$ cat config.mk
export PLATFORM = sky130hd
export DESIGN_NAME = scl_clkgen
export DESIGN_NICKNAME = d
export VERILOG_FILES = /design/src/rtl/scl_clkgen_pkg.sv /design/src/rtl/scl_cfg_regs.sv /design/src/rtl/scl_prescaler.sv /design/src/rtl/scl_phase_timer.sv /design/src/rtl/scl_clkgen.sv
export SDC_FILE = /design/constraint.sdc
export NUM_CORES = 1
export LEC_CHECK = 0
export ABC_AREA = 1
export CAP_MARGIN = 30
export CELL_PAD_IN_SITES_DETAIL_PLACEMENT = 1
export CELL_PAD_IN_SITES_GLOBAL_PLACEMENT = 2
export CORE_MARGIN = 8
export CORE_UTILIZATION = 36
export DETAILED_ROUTE_END_ITERATION = 10
export MAX_ROUTING_LAYER = met4
export PLACE_DENSITY = 0.95
export SYNTH_ARGS = -nofsm -noshare
export SYNTH_HDL_FRONTEND = slang
export SYNTH_SLANG_ARGS = --single-unit
$ cat constraint.sdc
create_clock -name clk -period 7.1 [get_ports clk]
set_input_delay 0.71 -clock clk [delete_from_list [all_inputs] [get_ports clk]]
set_output_delay 0.71 -clock clk [all_outputs]
set_load 0.01 [all_outputs]
$ cat src/rtl/scl_clkgen_pkg.sv
package scl_clkgen_pkg;

    localparam int unsigned CFG_W = 16;
    localparam int unsigned LEN_W = CFG_W + 1;

    localparam logic [2:0] OFS_PSC0 = 3'd7;
    localparam logic [2:0] OFS_PSC1 = 3'd6;
    localparam logic [2:0] OFS_PSCN = 3'd5;

    typedef enum logic [1:0] {
        SEL_PSC  = 2'd0,
        SEL_LOW  = 2'd1,
        SEL_HIGH = 2'd2,
        SEL_NONE = 2'd3
    } cfg_sel_e;

    typedef struct packed {
        logic [CFG_W-1:0] psc;
        logic [CFG_W-1:0] low;
        logic [CFG_W-1:0] high;
    } scl_cfg_t;

    typedef struct packed {
        logic             started;
        logic             level;
        logic [LEN_W-1:0] ph;
        logic             fall;
        logic             rise;
    } scl_tmr_t;

    // Extension added to each phase count, chosen by the prescaler value
    function automatic logic [2:0] phase_ofs(input logic [CFG_W-1:0] psc);
        if (psc == '0)
            return OFS_PSC0;
        else if (psc == CFG_W'(1))
            return OFS_PSC1;
        else
            return OFS_PSCN;
    endfunction

    // Phase length in module ticks
    function automatic logic [LEN_W-1:0] phase_len(input logic [CFG_W-1:0] cnt,
                                                   input logic [CFG_W-1:0] psc);
        return {1'b0, cnt} + LEN_W'(phase_ofs(psc));
    endfunction

endpackage

$ cat src/rtl/scl_cfg_regs.sv
module scl_cfg_regs
    import scl_clkgen_pkg::*;
(
    input  logic             clk,
    input  logic             rst,
    input  logic             run_en,
    input  logic             we,
    input  logic [1:0]       sel,
    input  logic [CFG_W-1:0] wdata,
    output scl_cfg_t         cfg
);
    scl_cfg_t cfg_q;
    scl_cfg_t cfg_d;
    cfg_sel_e sel_e;

    assign sel_e = cfg_sel_e'(sel);

    // Writes open only in the held state
    always_comb begin
        cfg_d = cfg_q;
        if (we && !run_en) begin
            unique case (sel_e)
                SEL_PSC:  cfg_d.psc  = wdata;
                SEL_LOW:  cfg_d.low  = wdata;
                SEL_HIGH: cfg_d.high = wdata;
                SEL_NONE: cfg_d      = cfg_q;
                default:  cfg_d      = cfg_q;
            endcase
        end
    end

    always_ff @(posedge clk) begin
        if (rst)
            cfg_q <= '0;
        else
            cfg_q <= cfg_d;
    end

    assign cfg = cfg_q;
endmodule

$ cat src/rtl/scl_prescaler.sv
module scl_prescaler
    import scl_clkgen_pkg::*;
(
    input  logic             clk,
    input  logic             rst,
    input  logic             active,
    input  logic [CFG_W-1:0] psc,
    output logic             tick
);
    logic [CFG_W-1:0] pcnt_q;
    logic             wrap;

    assign wrap = (pcnt_q == psc);
    assign tick = active && wrap;

    always_ff @(posedge clk) begin
        if (rst || !active)
            pcnt_q <= '0;
        else if (wrap)
            pcnt_q <= '0;
        else
            pcnt_q <= pcnt_q + CFG_W'(1);
    end
endmodule

$ cat src/rtl/scl_phase_timer.sv
module scl_phase_timer
    import scl_clkgen_pkg::*;
(
    input  logic     clk,
    input  logic     rst,
    input  logic     run_en,
    input  logic     tick,
    input  scl_cfg_t cfg,
    output logic     started,
    output logic     scl,
    output logic     fall_stb,
    output logic     rise_stb
);
    scl_tmr_t         st_q;
    scl_tmr_t         st_d;
    logic [LEN_W-1:0] cur_len;
    logic             last_tick;

    assign cur_len   = st_q.level ? phase_len(cfg.high, cfg.psc)
                                  : phase_len(cfg.low,  cfg.psc);
    assign last_tick = (st_q.ph == cur_len - LEN_W'(1));

    always_comb begin
        st_d      = st_q;
        st_d.fall = 1'b0;
        st_d.rise = 1'b0;
        if (!run_en) begin
            st_d.started = 1'b0;
            st_d.level   = 1'b1;
            st_d.ph      = '0;
        end else if (!st_q.started) begin
            st_d.started = 1'b1;
            st_d.level   = 1'b0;
            st_d.ph      = '0;
            st_d.fall    = 1'b1;
        end else if (tick) begin
            if (last_tick) begin
                st_d.ph    = '0;
                st_d.level = ~st_q.level;
                st_d.fall  = st_q.level;
                st_d.rise  = ~st_q.level;
            end else begin
                st_d.ph = st_q.ph + LEN_W'(1);
            end
        end
    end

    always_ff @(posedge clk) begin
        if (rst) begin
            st_q         <= '0;
            st_q.level   <= 1'b1;
        end else begin
            st_q <= st_d;
        end
    end

    assign started  = st_q.started;
    assign scl      = st_q.level;
    assign fall_stb = st_q.fall;
    assign rise_stb = st_q.rise;
endmodule

$ cat src/rtl/scl_clkgen.sv
module scl_clkgen
    import scl_clkgen_pkg::*;
(
    input  logic        clk,
    input  logic        rst,
    input  logic        run_en,
    input  logic        cfg_we,
    input  logic [1:0]  cfg_sel,
    input  logic [15:0] cfg_wdata,
    output logic        scl_o,
    output logic        fall_stb,
    output logic        rise_stb
);
    scl_cfg_t cfg;
    logic     started;
    logic     tick;

    scl_cfg_regs u_cfg (
        .clk   (clk),
        .rst   (rst),
        .run_en(run_en),
        .we    (cfg_we),
        .sel   (cfg_sel),
        .wdata (cfg_wdata),
        .cfg   (cfg)
    );

    scl_prescaler u_psc (
        .clk   (clk),
        .rst   (rst),
        .active(run_en && started),
        .psc   (cfg.psc),
        .tick  (tick)
    );

    scl_phase_timer u_tmr (
        .clk     (clk),
        .rst     (rst),
        .run_en  (run_en),
        .tick    (tick),
        .cfg     (cfg),
        .started (started),
        .scl     (scl_o),
        .fall_stb(fall_stb),
        .rise_stb(rise_stb)
    );
endmodule

## Word level (Yosys, flattened, before mapping)

Cells that the tools add are included.

- Add/subtract/negate cells: 5
- Multiply operators: 0
- Divide/modulo/power cells: 0
- $lt $le $gt $ge: 0
- Equal/unequal tests: 7
- Shifts and indexed selects: 0
- Multiplexer cells: 9
- Bitwise logic cells: 5
- Reduce and logical (&&, ||, !) cells: 16

Operator list:

| cell | count |
|---|---|
| $mux W19 | 2 |
| $add A16 B3 Y17 | 2 |
| $mux W17 | 2 |
| $mux W20 | 1 |
| $add A17 B1 Y17 const B | 1 |
| $eq A17 B17 Y1 | 1 |
| $sub A17 B1 Y17 const B | 1 |
| $add A16 B1 Y16 const B | 1 |
| $eq A16 B1 Y1 const B | 1 |
| $eq A16 B16 Y1 | 1 |
| $logic_not A16 Y1 | 1 |
| $reduce_and A2 Y1 | 4 |
| $not A1 Y1 | 5 |
| $reduce_or A5 Y1 | 1 |
| $mux W2 | 2 |
| $ne A2 B2 Y1 const B | 2 |
| $reduce_or A2 Y1 | 2 |
| $logic_and A1 B1 Y1 | 3 |
| $mux W3 | 1 |
| $reduce_or A3 Y1 | 1 |
| $eq A2 B1 Y1 const B | 1 |
| $eq A2 B2 Y1 const B | 1 |
| $logic_not A1 Y1 | 2 |
| $logic_not A2 Y1 | 1 |
| other kinds (2) | 2 |

- Register bits after elaboration: 85
- Bits in latches: 0
- Memory bits (writable): 0
- ROM bits: 0
- Bits of input ports: 22
- Output and inout bits: 3
- Logic and storage cells: 51
- Memories kept: 0

## Logic depth before layout (Yosys ltp)

Gate-level depths: netlist of the first run.

- Depth in word-level cells: 11
- Gate-level depth with buffers: 28
- Gate-level depth less buffers: 27

## By module

A second synthesis of the first run with hierarchy kept.

- Cells, all modules: 967
- Area, all modules: 5938.2 um^2

By module, submodules not included:

| module | times used | cells an instance | area an instance (um^2) |
|---|---|---|---|
| scl_phase_timer | 1 | 495 | 2765.2 |
| scl_cfg_regs | 1 | 288 | 2068.2 |
| scl_prescaler | 1 | 182 | 1097.3 |
| scl_clkgen | 1 | 2 | 7.5 |

## Worst setup path before layout of the first run

No wires, ideal clock.

- Kind: reg-to-reg
- Start point: register u_tmr.st_q (netlist bit u_tmr.scl)
- End point: register u_tmr.st_q[10] (netlist name)
- Library setup time: 119 ps
- Arrival time: 3409 ps
- Setup slack: 3573 ps
- Stages on the path, launching flop included: 27
- Buffers on the path: 5
- Clock period less this slack: 3527 ps
- Path through: dfxtp_1 buf_6 buf_6 buf_2 buf_2 nand2_1 nand2_1 ha_1 inv_1 fa_1 ha_1 nand3_1 inv_1 nand3_1 nor2_4 nand2_1 nor2_1 nand2_1 nor2_1 nand3_1 nand2_1 nand2_2 nor2_4 nand3_2 nand2_4 buf_12 nor2_2

- Word-level cells in the longest chain between the ends: 4

Ends and longest elaborated chain:

| item | RTL line | text |
|---|---|---|
| start, declared | scl_phase_timer.sv:14 | `scl_tmr_t st_q;` |
| start signal, assigned | scl_phase_timer.sv:53 | `st_q <= st_d;` |
| $mux W17 | scl_phase_timer.sv:19 | `assign cur_len = st_q.level ? phase_len(cfg.high, cfg.psc)` |
| $sub A17 B1 Y17 | scl_phase_timer.sv:21 | `assign last_tick = (st_q.ph == cur_len - LEN_W'(1));` |
| $eq A17 B17 Y1 | scl_phase_timer.sv:21 |  |
| $mux W17 | scl_phase_timer.sv:37 | `if (last_tick) begin` |

Every way passes these cells.
A chain may end at the register's enable or synchronous reset.

## Worst setup path after layout of the first run

- Start point: register u_cfg.cfg_q (netlist bit u_cfg.cfg[40])
- End point: register u_tmr.st_q[15] (netlist name)

- Word-level cells in the longest chain between the ends: 8

Ends and longest elaborated chain:

| item | RTL line | text |
|---|---|---|
| start, declared | scl_cfg_regs.sv:12 | `scl_cfg_t cfg_q;` |
| start signal, assigned | scl_cfg_regs.sv:36 | `cfg_q <= cfg_d;` |
| $eq A16 B1 Y1 | scl_clkgen_pkg.sv:35 | `else if (psc == CFG_W'(1))` |
| $mux W2 | scl_clkgen_pkg.sv:35 |  |
| $mux W3 | scl_clkgen_pkg.sv:33 | `if (psc == '0)` |
| $add A16 B3 Y17 | scl_clkgen_pkg.sv:44 | `return {1'b0, cnt} + LEN_W'(phase_ofs(psc));` |
| $mux W17 | scl_phase_timer.sv:19 |  |
| $sub A17 B1 Y17 | scl_phase_timer.sv:21 |  |
| $eq A17 B17 Y1 | scl_phase_timer.sv:21 |  |
| $mux W17 | scl_phase_timer.sv:37 |  |

Parallel ways exist; a longest one is shown, timed or not.

==> results of run 1 <==
-- power by group through the flow --
stage	Combinational [mW]	Clock (mW)	Sequential [mW]
floorplan	0.101	0	0.504
global placement	0.142	0	0.505
detailed placement	0.144	0	0.505
CTS	0.145	0.492	0.495
global route	0.162	0.509	0.496
finish	0.142	0.480	0.495
-- critical path: cells and delay by family, from the launching register on --
family          cells  cell delay [ns]
simple gates       14             1.87
flops               1             0.34
compound gates      2             0.20
fa+ha+maj           3             0.95
xor+xnor            1             0.13
buf+inv             3             0.24
-- metal layers --
layer | GRT usage | part of all wire | routed length (um) | up-vias
li1 | - | - | - | 2580
met1 | 0.191 | 0.46 | 6500 | 2258
met2 | 0.295 | 0.51 | 7220 | 35
met3 | 0.0281 | 0.022 | 313 | 19
met4 | 0.0549 | 0.016 | 233 | 0
met5 | - | 0 | 0 | -
-- registers in the layout (all words and copies together), names as in the netlist --
| signal | count |
|---|---|
| u_tmr.st_q | 17 |
| u_psc.pcnt_q | 16 |
| u_tmr.started | 1 |
| u_tmr.scl | 1 |
| u_tmr.fall_stb | 1 |
| u_tmr.rise_stb | 1 |
| u_cfg.cfg | 48 |
-- stage by stage --
stage	utilization	setup slack, ns
final	0.409	3.23
after global placement	0.387	3.36
after CTS	0.409	3.23
after detailed placement	0.388	3.27
after floorplan	-	3.57
after global routing	0.409	2.79
-- cell usage after synthesis (7+ instances only) --
| master | number | area, sq um |
|---|---|---|
| a21oi_1 | 32 | 160 |
| clkbuf_1 | 14 | 52.6 |
| dfxtp_1 | 85 | 1700 |
| inv_1 | 95 | 357 |
| nand2_1 | 217 | 815 |
| nand2_2 | 19 | 119 |
| nand3_1 | 47 | 235 |
| nand4_1 | 15 | 93.8 |
| nor2_1 | 103 | 387 |
| nor2_2 | 18 | 113 |
| nor2_4 | 7 | 78.8 |
| nor3_1 | 11 | 55.1 |
| nor4_1 | 7 | 43.8 |
| o21ai_0 | 65 | 325 |
| xnor2_1 | 17 | 149 |
| xor2_1 | 17 | 149 |
-- layout make-up --
cell class | count | area [sq um]
sequential | 85 | 1700
multi-input combinational | 600 | 2950
fill | 1919 | 8470
inverter | 99 | 378
timing repair buffer | 29 | 285
clock inverter | 6 | 70.1
clock buffer | 10 | 229
tap | 184 | 230
-- worst paths after layout --
kind                       from        endpoint  slack (ns)  cells after the start
setup / recovery  u_cfg.cfg[40]  u_tmr.st_q[15]        3.23                     23
hold / removal    u_cfg.cfg[15]   u_cfg.cfg[15]        0.45                      2
setup reg to reg  u_cfg.cfg[40]  u_tmr.st_q[15]        3.23                     23
hold reg to reg   u_cfg.cfg[15]   u_cfg.cfg[15]        0.45                      2
-- cells by family (layout without fill, tap and decap cells) --
family,after synthesis,after routing,share of synthesized area
buffers and inverters,120,144,0.100
and+or+nand+nor,455,455,0.393
DFF,85,85,0.329
xor gates and xnor gates,34,34,0.0576
adders and majority gates,6,6,0.0160
AOI/OAI and AO/OA,105,105,0.104
==> flow_metrics.tcl, run 1 <==
set metrics [dict create \
    outcome "complete, no violations" \
    n_antenna_cell 0 \
    grt_pass1_wl_um 24100 \
    drt_pre_antenna_iters 4 \
    final_nets 852 \
    place.port_buffers 24 \
    cp_data_required_time_ns 7.33 \
    drc 0 \
    final_common_cell "nand2_1" \
    synth_warnings 0 \
    p_int_uw 815 \
    gr-usage-all-layers 0.168 \
    clkTransAtPathRegs_ns 0.07 \
    power_mw 1.12 \
    placement_rows 44 \
    synth_area_sq_um 5170 \
    gp_congestion 0.822 \
    async_reset_ff_frac 0 \
    postCtsHoldBufs 0 \
    drv_cap 0 \
    overflow 0 \
    synth-seq-area-share 0.329 \
    grt_pass1_vias 5005 \
    drt-total-wl_um 14300 \
    timing.clock.skew_ns 0.00916 \
    initial_core_util 0.361 \
    place_area_sq_um 5550 \
    tns_ns 0 \
    hold_violations 0 \
    synth-edff-count 0 \
    clock_insertion_delay_worst_skew_ns 0.35 \
    synthToLayoutAreaGrowth_pct 13.0 \
    finalWorstPathRequiredPeriod_ns 3.87 \
    htreeDepth 3 \
    hpwl_um 11300 \
    drtIter0Drc 144 \
    min_period_over_period 0.545 \
    setup_viol 0 \
    drive_gt1_frac 0.0881 \
    vias 4892 \
    place_inst 997 \
    max_slew_margin 0.471 \
    cts_num_sinks 85 \
    cts_tree "yes" \
    crit_fanout 16 \
    dieArea_sq_um 18500 \
    crit_type "flop to flop" \
    final_cell_area_sq_um 5850 \
    ant_nets 0 \
    cpPeakStageDelay_ns 0.43 \
    root_buffer "clkbuf_16" \
    slowest_stage "fa_1" \
    ys_ff_latch 85 \
    vias_per_cell 4.83 \
    antenna_found_initial 0 \
    die_x_um 136 \
    cts-buffers-inserted 9 \
    postCtsSetupBuffers 0 \
    syn_nets 833 \
    clock.fmax_mhz 259 \
    fp.dieH_um 136 \
    cp-end-kind "flop" \
    p_comb_frac 0.127 \
    maxSlewViolCount 0 \
    rsz0062_at_grt "no" \
    critPathLaunchType "flop" \
    io_pins 25 \
    p_seq_frac 0.443 \
    worst_pin_slew_ns 0.793 \
    p_sw_uw 302 \
    layout_common_cells "nand2_1, nor2_1, inv_1" \
    grt_max_degree 49 \
    powerDensity_nw_per_um2 191 \
    crit_chain "nor4_1 > inv_1 > nor4_1 > nand2_1 > inv_1 > nand2_1 > ha_1 > inv_1 > fa_1 > ha_1 > xnor2_1 > nor2_1 > o21ai_0 > a21oi_1 > nand2_1 > nor2_1 > nand3_1 > nor2_1 > nand2_1 > nor2_2 > nand3_2 > nand2_4 > nor2_1" \
    holdWs_ns 0.452 \
    synth-main-ff-cell "dfxtp_1" \
    cp.arrival_ns 4.10 \
    syn_avg_cell_area_sq_um 6.43 \
    core_area_sq_um 14300 \
    wire_per_inst_um 14.1 \
    power_frac_clock 0.430 \
    cts_buffer_depth 2 \
    stdcell_count 1013 \
    switching_share 0.271 \
    hold_path_class "flop to flop" \
    ys_types 38 \
    cts_resized 0 \
    ir_worst_vdd_mv 0.0920 \
    synthesis.instances 805 \
    p_leak_nw 2.42 \
]
No activity file was read; power rests on OpenSTA's default activity.
==> inputs of run 2 (changes only) <==
--- a/config.mk
+++ b/config.mk
@@ -10,10 +10,10 @@
 export CELL_PAD_IN_SITES_DETAIL_PLACEMENT = 1
 export CELL_PAD_IN_SITES_GLOBAL_PLACEMENT = 2
 export CORE_MARGIN = 8
-export CORE_UTILIZATION = 36
+export CORE_UTILIZATION = 30
 export DETAILED_ROUTE_END_ITERATION = 10
 export MAX_ROUTING_LAYER = met4
-export PLACE_DENSITY = 0.95
+export PLACE_DENSITY = 0.87
 export SYNTH_ARGS = -nofsm -noshare
 export SYNTH_HDL_FRONTEND = slang
 export SYNTH_SLANG_ARGS = --single-unit
==> constraint.sdc (replaced) <==
create_clock -name clk -period 3.34 [get_ports clk]
set_input_delay 0.334 -clock clk [delete_from_list [all_inputs] [get_ports clk]]
set_output_delay 0.334 -clock clk [all_outputs]
set_load 0.01 [all_outputs]
==> flow_metrics.tcl, run 2 (synthesized netlist as in run 1, its figures left out) <==
set metrics [dict create \
    outcome "finished with violations" \
    violations "negative setup slack" \
    cp-end-kind "flop" \
    vias_per_cell 4.67 \
    holdWs_ns 0.458 \
    tns_ns -2.24 \
    clock_insertion_delay_worst_skew_ns 0.35 \
    final_util 0.377 \
    place_inst 1081 \
    cts_tree "yes" \
    place.port_buffers 24 \
    clkTransAtPathRegs_ns 0.06 \
    ant_nets 0 \
    drv_cap 0 \
    stdcell_count 1100 \
    drc 0 \
    critPathLaunchType "flop" \
    finalWorstPathRequiredPeriod_ns 3.52 \
    crit_fanout 3 \
    grt_pass1_vias 5448 \
    worst_pin_slew_ns 0.624 \
    htreeDepth 3 \
    initial_core_util 0.303 \
    rsz0062_at_grt "yes" \
    final_nets 899 \
    io_pins 25 \
    drive_gt1_frac 0.166 \
    vias 5141 \
    min_period_over_period 1.05 \
    n_antenna_cell 0 \
    hold_path_class "flop to flop" \
    die_x_um 147 \
    fp.dieH_um 147 \
    layout_common_cells "nand2_1, nor2_1, inv_1" \
    cts-buffers-inserted 9 \
    fillCellCount 2236 \
    overflow 0 \
    grt_pass1_wl_um 26800 \
    synthToLayoutAreaGrowth_pct 24.4 \
    final_common_cell "nand2_1" \
    root_buffer "clkbuf_16" \
    placement_rows 48 \
    timing.clock.skew_ns 0.0122 \
    maxSlewViolCount 0 \
    drt_pre_antenna_iters 4 \
    gr-usage-all-layers 0.156 \
    gp_congestion 0.806 \
    hpwl_um 12200 \
    antenna_found_initial 0 \
    grt_max_degree 32 \
    dieArea_sq_um 21700 \
    drtIter0Drc 156 \
    hold_violations 0 \
    core_area_sq_um 17100 \
    powerDensity_nw_per_um2 395 \
    drt-total-wl_um 15800 \
    p_leak_nw 2.68 \
    largest_reg_flops 48 \
    cts_buffer_depth 2 \
    crit_type "flop to flop" \
    fin_ws_ns -0.183 \
    clock.fmax_mhz 284 \
    max_slew_margin 0.579 \
    cp_data_required_time_ns 3.56 \
    wire_per_inst_um 14.4 \
    setup_viol 20 \
    ir_worst_vdd_mv 0.252 \
    cp.arrival_ns 3.75 \
    cts_num_sinks 85 \
]
## run 2: layer usage
metal / share of wire / GRT usage / up-vias
met3: 0.012 / 0.0172 / 14
met4: 0.013 / 0.0459 / 0
met1: 0.46 / 0.177 / 2411
li1: - / - / 2680
met2: 0.52 / 0.284 / 36
met5: 0 / - / -
## run 2: repair_timing
item / in CTS / in global routing
buffers inserted: 2 / 1
gates cloned: 1 / 0
pin swaps: 8 / 4
setup endpoints to repair: 20 / 20
hold buffers: 0 / 0
gates resized for setup: 16 / 20
## run 2: power by group
part	internal (mW)	leakage, nW	switching, mW
sequential	1.04	0.689	0.0161
combinational	0.157	1.84	0.224
clock	0.660	0.153	0.447
## run 2: area by class of cell
type / count / area [sq um] / share of cell area
multi-input combinational: 601 / 3120 / 0.485
clock inverter: 6 / 93.8 / 0.0146
timing repair buffer: 75 / 634 / 0.0986
tap: 225 / 282 / 0.0437
inverter: 99 / 378 / 0.0587
clock buffer: 9 / 225 / 0.0350
sequential: 85 / 1700 / 0.265
## run 2: worst paths after layout
check / endpoint / slack, ns / from / cells after the start
worst max register to register: u_tmr.scl / -0.18 / u_cfg.cfg[40] / 24
worst max-delay path: u_tmr.scl / -0.18 / u_cfg.cfg[40] / 24
worst min register to register: u_cfg.cfg[15] / 0.46 / u_cfg.cfg[15] / 2
worst min-delay path: u_cfg.cfg[15] / 0.46 / u_cfg.cfg[15] / 2
## run 2: stage by stage
stage,cell area (sq um),setup slack (ns),power (mW)
final,6430,-0.183,2.54
after global routing,6430,-0.478,2.65
after CTS,6350,-0.274,2.56
after detailed placement,5940,-0.311,1.43
after global placement,5940,-0.202,1.42
after floorplan,5210,0.00105,1.29
## run 2: critical path, stage by stage, from the launching register on
cell and delay, ns:
dfxtp_2 0.32, nor4_2 0.26, inv_1 0.08, nor4_2 0.12, nand2_1 0.12, inv_2 0.09
nand2_4 0.06, ha_4 0.17, inv_2 0.05, fa_2 0.45, ha_4 0.23, xnor2_1 0.12
nor2_1 0.10, o21ai_1 0.06, a21oi_1 0.14, nand2_1 0.08, nor2_1 0.11, nand3_1 0.08
nor2_1 0.11, nand2_1 0.10, nor2_4 0.13, nand3_4 0.14, buf_6 0.18, nand3_2 0.05
nand3_1 0.06
